`src/rtl/sgdma_pkg.sv`:
```
package sgdma_pkg;

    typedef enum logic [2:0] {
        ST_IDLE       = 3'd0,
        ST_WAIT_SGL   = 3'd1,
        ST_FETCH_REQ  = 3'd2,
        ST_FETCH_WAIT = 3'd3,
        ST_MOVE       = 3'd4,
        ST_REFILL     = 3'd5,
        ST_DONE       = 3'd6
    } sg_state_e;

    localparam int unsigned ELEM_BYTES = 12;
    localparam int unsigned PAGE_BYTES = 4096;

endpackage

```
`src/rtl/sgdma_burst_cut.sv`:
```
module sgdma_burst_cut #(
    parameter int unsigned BYTES = 8,
    parameter int unsigned PAY_W = 10
) (
    input  logic             clk,
    input  logic             rst_n,
    input  logic             beat,
    input  logic [11:0]      page_off,
    input  logic [PAY_W-1:0] max_words,
    input  logic             force_end,
    output logic             first,
    output logic             last
);
    import sgdma_pkg::*;

    localparam logic [11:0] PG_LAST = 12'(PAGE_BYTES - BYTES);

    typedef struct packed {
        logic [PAY_W-1:0] cnt;
    } cut_t;

    cut_t c_d, c_q;
    logic page_end;
    logic cap_hit;

    always_comb begin
        c_d      = c_q;
        page_end = (page_off == PG_LAST);
        cap_hit  = ((c_q.cnt + PAY_W'(1)) >= max_words);
        first    = (c_q.cnt == '0);
        last     = force_end | page_end | cap_hit;
        if (beat) begin
            c_d.cnt = last ? '0 : c_q.cnt + PAY_W'(1);
        end
    end

    always_ff @(posedge clk) begin
        if (!rst_n) begin
            c_q <= '0;
        end else begin
            c_q <= c_d;
        end
    end

    // a closed request is followed by an opening beat
    a_r3_first_after_last: assert property (@(posedge clk) disable iff (!rst_n)
        (beat && last) |=> first);

    // the beat counter never runs past the cap while a request is open
    a_r4_cap_open: assert property (@(posedge clk) disable iff (!rst_n)
        (beat && !last && max_words != '0) |=> (c_q.cnt < max_words));

endmodule

```
`src/rtl/sgdma_irq_stat.sv`:
```
module sgdma_irq_stat (
    input  logic       clk,
    input  logic       rst_n,
    input  logic       ev_refill,
    input  logic       ev_done,
    input  logic       rd,
    output logic       irq,
    output logic [1:0] stat
);
    typedef struct packed {
        logic       irq;
        logic [1:0] stat;
    } irq_t;

    irq_t i_d, i_q;

    always_comb begin
        i_d      = i_q;
        i_d.irq  = ev_refill | ev_done;
        i_d.stat = (i_q.stat & ~{2{rd}}) | {ev_done, ev_refill};
    end

    always_ff @(posedge clk) begin
        if (!rst_n) begin
            i_q <= '0;
        end else begin
            i_q <= i_d;
        end
    end

    assign irq  = i_q.irq;
    assign stat = i_q.stat;

    // interrupt is a single-cycle pulse
    a_r10_pulse: assert property (@(posedge clk) disable iff (!rst_n)
        irq |=> !irq);

    // a pulse always has a recorded cause
    a_r10_cause: assert property (@(posedge clk) disable iff (!rst_n)
        irq |-> (stat != 2'b00));

    // an event beats a simultaneous read-clear
    a_r10_set_wins: assert property (@(posedge clk) disable iff (!rst_n)
        (rd && (ev_refill || ev_done)) |=> (stat != 2'b00));

endmodule

```
`src/rtl/sgdma_up.sv`:
```
module sgdma_up #(
    parameter int unsigned DATA_W = 64,
    parameter int unsigned ADDR_W = 64,
    parameter int unsigned LEN_W  = 32,
    parameter int unsigned PAY_W  = 10
) (
    input  logic                    clk,
    input  logic                    rst_n,
    input  logic                    xfer_start,
    input  logic [LEN_W-1:0]        xfer_len,
    input  logic                    sgl_valid,
    input  logic [ADDR_W-1:0]       sgl_addr,
    input  logic [LEN_W-1:0]        sgl_count,
    input  logic [PAY_W-1:0]        max_payload,
    input  logic                    s_valid,
    input  logic [DATA_W-1:0]       s_data,
    input  logic                    s_last,
    output logic                    s_ready,
    output logic                    rdreq_valid,
    output logic [ADDR_W-1:0]       rdreq_addr,
    input  logic                    rdreq_ready,
    input  logic                    cpl_valid,
    input  logic [ADDR_W+LEN_W-1:0] cpl_data,
    output logic                    wr_valid,
    input  logic                    wr_ready,
    output logic [ADDR_W-1:0]       wr_addr,
    output logic [DATA_W-1:0]       wr_data,
    output logic                    wr_first,
    output logic                    wr_last,
    output logic                    irq,
    output logic [1:0]              irq_stat,
    input  logic                    stat_rd,
    output logic [LEN_W-1:0]        final_count
);
    import sgdma_pkg::*;

    localparam int unsigned BYTES   = DATA_W / 8;
    localparam logic [11:0] PG_LAST = 12'(PAGE_BYTES - BYTES);

    typedef struct packed {
        sg_state_e         st;
        logic [ADDR_W-1:0] buf_ptr;
        logic [LEN_W-1:0]  elems_left;
        logic [ADDR_W-1:0] dst;
        logic [LEN_W-1:0]  elem_rem;
        logic [LEN_W-1:0]  total_rem;
        logic [LEN_W-1:0]  count;
    } regs_t;

    regs_t r_d, r_q;

    logic              fire;
    logic              end_xfer;
    logic              elem_end;
    logic              ev_refill;
    logic              ev_done;
    logic [ADDR_W-1:0] cpl_addr;
    logic [LEN_W-1:0]  cpl_len;

    assign cpl_addr = cpl_data[ADDR_W-1:0];
    assign cpl_len  = cpl_data[ADDR_W +: LEN_W];

    assign s_ready     = (r_q.st == ST_MOVE) && wr_ready;
    assign wr_valid    = (r_q.st == ST_MOVE) && s_valid;
    assign wr_data     = s_data;
    assign wr_addr     = r_q.dst;
    assign fire        = wr_valid && wr_ready;
    assign rdreq_valid = (r_q.st == ST_FETCH_REQ) && (r_q.elems_left != '0);
    assign rdreq_addr  = r_q.buf_ptr;
    assign final_count = r_q.count;

    assign end_xfer = s_last || (r_q.total_rem == LEN_W'(1));
    assign elem_end = (r_q.elem_rem == LEN_W'(1));

    always_comb begin
        r_d       = r_q;
        ev_refill = 1'b0;
        ev_done   = 1'b0;
        unique case (r_q.st)
            ST_IDLE: begin
                if (xfer_start) begin
                    r_d.total_rem = xfer_len;
                    r_d.count     = '0;
                    r_d.st        = (xfer_len == '0) ? ST_DONE : ST_WAIT_SGL;
                end
            end
            ST_WAIT_SGL: begin
                if (sgl_valid) begin
                    r_d.buf_ptr    = sgl_addr;
                    r_d.elems_left = sgl_count;
                    r_d.st         = ST_FETCH_REQ;
                end
            end
            ST_FETCH_REQ: begin
                if (r_q.elems_left == '0) begin
                    r_d.st = ST_REFILL;
                end else if (rdreq_ready) begin
                    r_d.st = ST_FETCH_WAIT;
                end
            end
            ST_FETCH_WAIT: begin
                if (cpl_valid) begin
                    r_d.buf_ptr    = r_q.buf_ptr + ADDR_W'(ELEM_BYTES);
                    r_d.elems_left = r_q.elems_left - LEN_W'(1);
                    r_d.dst        = cpl_addr;
                    r_d.elem_rem   = cpl_len;
                    r_d.st         = (cpl_len == '0) ? ST_FETCH_REQ : ST_MOVE;
                end
            end
            ST_MOVE: begin
                if (fire) begin
                    r_d.dst       = r_q.dst + ADDR_W'(BYTES);
                    r_d.elem_rem  = r_q.elem_rem - LEN_W'(1);
                    r_d.total_rem = r_q.total_rem - LEN_W'(1);
                    r_d.count     = r_q.count + LEN_W'(1);
                    if (end_xfer) begin
                        r_d.st = ST_DONE;
                    end else if (elem_end) begin
                        r_d.st = ST_FETCH_REQ;
                    end
                end
            end
            ST_REFILL: begin
                ev_refill = 1'b1;
                r_d.st    = ST_WAIT_SGL;
            end
            ST_DONE: begin
                ev_done = 1'b1;
                r_d.st  = ST_IDLE;
            end
            default: r_d.st = ST_IDLE;
        endcase
    end

    always_ff @(posedge clk) begin
        if (!rst_n) begin
            r_q <= '0;
        end else begin
            r_q <= r_d;
        end
    end

    sgdma_burst_cut #(
        .BYTES (BYTES),
        .PAY_W (PAY_W)
    ) u_cut (
        .clk       (clk),
        .rst_n     (rst_n),
        .beat      (fire),
        .page_off  (r_q.dst[11:0]),
        .max_words (max_payload),
        .force_end (end_xfer || elem_end),
        .first     (wr_first),
        .last      (wr_last)
    );

    sgdma_irq_stat u_irq (
        .clk       (clk),
        .rst_n     (rst_n),
        .ev_refill (ev_refill),
        .ev_done   (ev_done),
        .rd        (stat_rd),
        .irq       (irq),
        .stat      (irq_stat)
    );

    // the beat on a page's final word closes its request
    a_r5_page_edge: assert property (@(posedge clk) disable iff (!rst_n)
        (wr_valid && wr_ready && wr_addr[11:0] == PG_LAST) |-> wr_last);

    // a pending element read holds its address
    a_r2_rdreq_hold: assert property (@(posedge clk) disable iff (!rst_n)
        (rdreq_valid && !rdreq_ready) |=> (rdreq_valid && $stable(rdreq_addr)));

    // a beat carrying the stream's last flag closes its request
    a_r8_last_closes: assert property (@(posedge clk) disable iff (!rst_n)
        (wr_valid && s_last) |-> wr_last);

    // no stream data is taken while a new buffer is awaited
    a_r7_stall_on_refill: assert property (@(posedge clk) disable iff (!rst_n)
        irq && irq_stat[0] |-> !s_ready);

endmodule

```
`config.mk`:
```
export PLATFORM = sky130hd
export DESIGN_NAME = sgdma_up
export DESIGN_NICKNAME = d
export VERILOG_FILES = /design/src/rtl/sgdma_pkg.sv /design/src/rtl/sgdma_burst_cut.sv /design/src/rtl/sgdma_irq_stat.sv /design/src/rtl/sgdma_up.sv
export SDC_FILE = /design/constraint.sdc
export NUM_CORES = 1
export LEC_CHECK = 0
export BUFFER_PORTS_ARGS = -buffer_cell sky130_fd_sc_hd__buf_4
export CORE_MARGIN = 2
export CORE_UTILIZATION = 35
export DETAILED_ROUTE_END_ITERATION = 8
export PLACE_DENSITY = 0.6
export SETUP_SLACK_MARGIN = 0.02
export SLEW_MARGIN = 15
export SYNTH_ARGS = -nofsm -noshare
export SYNTH_HDL_FRONTEND = slang
export SYNTH_HIERARCHICAL = 1
export SYNTH_SLANG_ARGS = --single-unit
```
`constraint.sdc`:
```
create_clock -name clk -period 3.4 [get_ports clk]
set_input_delay 0.34 -clock clk [delete_from_list [all_inputs] [get_ports clk]]
set_output_delay 0.34 -clock clk [all_outputs]
set_load 0.01 [all_outputs]
```
==> flow_metrics.tcl <==
set metrics [dict create \
    die_h_um 231.4 \
    outcome "finished clean" \
    synth_area_leaders "dfxtp_1 30%, buf_4 9.3%, o21ai_0 5.6%" \
    max_slew_margin 0.2503 \
    root_buffer "clkbuf_16" \
    yosys.area.top_type "dfxtp_1" \
    clock_sinks 272 \
    ys_types 84 \
    place_congestion 0.9030 \
    fin_skew_ns 0.02421 \
    cts.path.max_buffers 3 \
    vias 19490 \
    place_hpwl_um 49000 \
    antenna_found_initial 4 \
    area_growth_pct 19.30 \
    maxCapViolCount 0 \
    synth-async-reset-ratio 0 \
    cts.clk_slew.worst_paths_ns 0.06 \
    drtAntennaViolNets 0 \
    wirelength_um 68970 \
    io_pins 540 \
    fp-row-count 83 \
    tightest_slew_ns 1.122 \
    grt_pass1_vias 18110 \
    hold_viol 0 \
    synth_top_cell_area_share 0.3010 \
    rsz0062_at_grt "false" \
    synth_edf_count 0 \
    fin_crit_sh 0.9547 \
    nFillCells 5236 \
    drt_iter0_drc 1540 \
    fmax_mhz 308.1 \
    synth_area_sq_um 18090 \
    ir_drop_mv 0.3610 \
    grt_overflow 0 \
    powerDensity_nw_per_um2 691.4 \
    vias_per_cell 5.900 \
    criticalPathCategory "flop to output pin" \
    setup_violations 0 \
    netlist_instances 2474 \
    clock_latency_ns 0.56 \
    period_minus_slack_ns 3.246 \
    fin_util 0.4215 \
    ys_seq_area_frac 0.3010 \
    drc 0 \
    synth_ff_type "dfxtp_1" \
    fp.dieW_um 231.4 \
    drv_slew 0 \
    cp-start-kind "flop" \
    core_area_sq_um 51200 \
    die-area_sq_um 53520 \
    grt_pass1_wl_um 105600 \
    fin_nets 2924 \
    initial_utilization 0.3534 \
    worst_setup_path_end_kind "output pin" \
    io_buffers 411 \
    firstDrtPassIters 7 \
    cp.arrival_ns 2.91 \
    worstHoldStart "sgl_addr[0]" \
    numCtsBuffers 36 \
    tns_ns 0 \
    cp_max_fo 7 \
    crit_start "u_cut/c_q[0]$_SDFFE_PN0P_" \
    avgSynthCellArea_sq_um 7.312 \
    grt_use_total 0.2476 \
    holdCritPathClass "input port to flop" \
    ys_ff_latch 272 \
    drive_gt1_frac 0.2197 \
    syn-num-nets 2802 \
    htreeDepth 2 \
    post_drt_wl_per_cell_um 20.87 \
    cp.required_ns 3.06 \
    grt_max_degree 101 \
    tritoncts "done" \
    yosysWarnings 6 \
    r2r-start "u_cut/c_q[0]$_SDFFE_PN0P_" \
    p_leak_nw 8.140 \
]
## final cells by class
type | count | area, sq um | area share
antenna | 2 | 5.005 | 0.0002319
inverter | 54 | 205.2 | 0.009508
multi-input combinational | 1769 | 10270 | 0.4760
timing repair buffer | 463 | 3546 | 0.1643
sequential | 272 | 5451 | 0.2526
clock inverter | 8 | 122.6 | 0.005682
clock buffer | 56 | 1127 | 0.05223
tap | 680 | 850.8 | 0.03942
## cell usage after synthesis (6+ instances only)
master and instances:
or4_1 20, a21oi_1 185, o221ai_1 9, o211ai_1 11
a221oi_1 8, nor3b_1 12, nand2_1 207, a31oi_1 33
nor4_1 63, dfxtp_1 272, buf_1 17, buf_4 224
and4_1 26, and2_1 16, xor2_1 13, o21a_1 12
o22ai_1 39, and3_1 43, o32ai_1 6, mux2i_1 11
nor3_1 98, inv_1 53, nand3_1 99, o31a_1 6
xnor2_1 15, ha_1 20, clkbuf_1 133, a22o_1 8
nand2b_1 8, o31ai_1 15, o221a_2 6, o41ai_1 9
or3_1 26, nand4_1 56, a22oi_1 19, nor2_1 267
a211oi_1 57, nor2b_1 8, a41oi_1 10, a311oi_1 37
o21ai_0 203
## registers in the layout, indices dropped and copies added (netlist names)
name / cells
u_irq/stat: 2
u_cut/c_q: 10
r_q: 99
rdreq_addr: 64
u_irq/irq: 1
final_count: 32
wr_addr: 64
## repair_timing
action	4_1_cts	5_1_grt
setup buffers	1	0
hold buffers	3	0
gates resized for setup	2	9
pin swaps	1	1
setup endpoints to repair	1	1
hold endpoints to repair	3	0
## layout by cell type, fill, tap and decap left out, drive strengths merged, types with 12 or more instances in the layout
| cell | count |
|---|---|
| buf | 460 |
| dfxtp | 272 |
| nor2 | 267 |
| nand2 | 207 |
| o21ai | 205 |
| a21oi | 185 |
| nor3 | 100 |
| nand3 | 99 |
| nor4 | 66 |
| a211oi | 58 |
| nand4 | 57 |
| inv | 56 |
| clkbuf | 56 |
| and3 | 44 |
| o22ai | 39 |
| a311oi | 38 |
| a31oi | 33 |
| or3 | 28 |
| and4 | 26 |
| or4 | 20 |
| ha | 20 |
| a22oi | 19 |
| and2 | 17 |
| o31ai | 15 |
| xnor2 | 15 |
| xor2 | 13 |
| o21a | 12 |
| nor3b | 12 |
## stage by stage
step	instances	cell area (sq um)	power (mW)	hold slack, ns	setup slack [ns]
6_report	3304	21580	14.92	0.02887	0.1541
3_5_place_dp	3234	20250	10.80	0.4534	0.4430
5_1_grt	3304	21580	15.89	0.03515	0.03175
4_1_cts	3302	21540	14.93	0.001792	0.05478
2_1_floorplan	2474	18090	8.905	0.4367	0.8836
3_3_place_gp	3234	20250	10.67	0.4493	0.4379
## critical path, stage by stage, from the launching register on
cell	delay (ns)
dfxtp_4	0.38
ha_2	0.23
nand3_2	0.12
nor3_2	0.24
nand3_1	0.15
xnor2_2	0.17
ha_1	0.28
nand2_1	0.10
nor2_2	0.08
a311oi_4	0.35
nand2_1	0.11
buf_4	0.16
## logic make-up after synthesis
family / count (synthesis) / share of synthesized area
buf+inv: 433 / 0.1367
simple gates: 981 / 0.2713
compound gates: 727 / 0.2562
fa+ha+maj: 20 / 0.01383
flops: 272 / 0.3010
xor+xnor: 28 / 0.01356
mux: 13 / 0.007539
## worst paths after layout
| check | endpoint | slack, ns | cells past startpoint |
|---|---|---|---|
| setup / recovery | wr_last | 0.15 | 11 |
| hold / removal | rdreq_addr[0]$_SDFFE_PN0P_ | 0.03 | 3 |
| setup reg to reg | u_cut/c_q[3]$_SDFFE_PN0P_ | 0.54 | 12 |
| hold reg to reg | rdreq_addr[0]$_SDFFE_PN0P_ | 0.46 | 2 |
## per-layer routing
metal  global-route usage  wire length (um)
met1               0.3159             28630
met3              0.04847              5454
met4              0.07621              1633
met5                    0                29
met2               0.4198             33220
## report_power, final
group | internal [mW] | leakage [nW] | switching, mW | total, mW
registers | 3.75 | 2.21 | 0.779 | 4.52
clock network | 2.50 | 0.620 | 1.58 | 4.08
logic | 2.43 | 5.31 | 3.88 | 6.31
total | 8.68 | 8.14 | 6.24 | 14.9
Note: power is estimated with default switching activity, not from simulation.
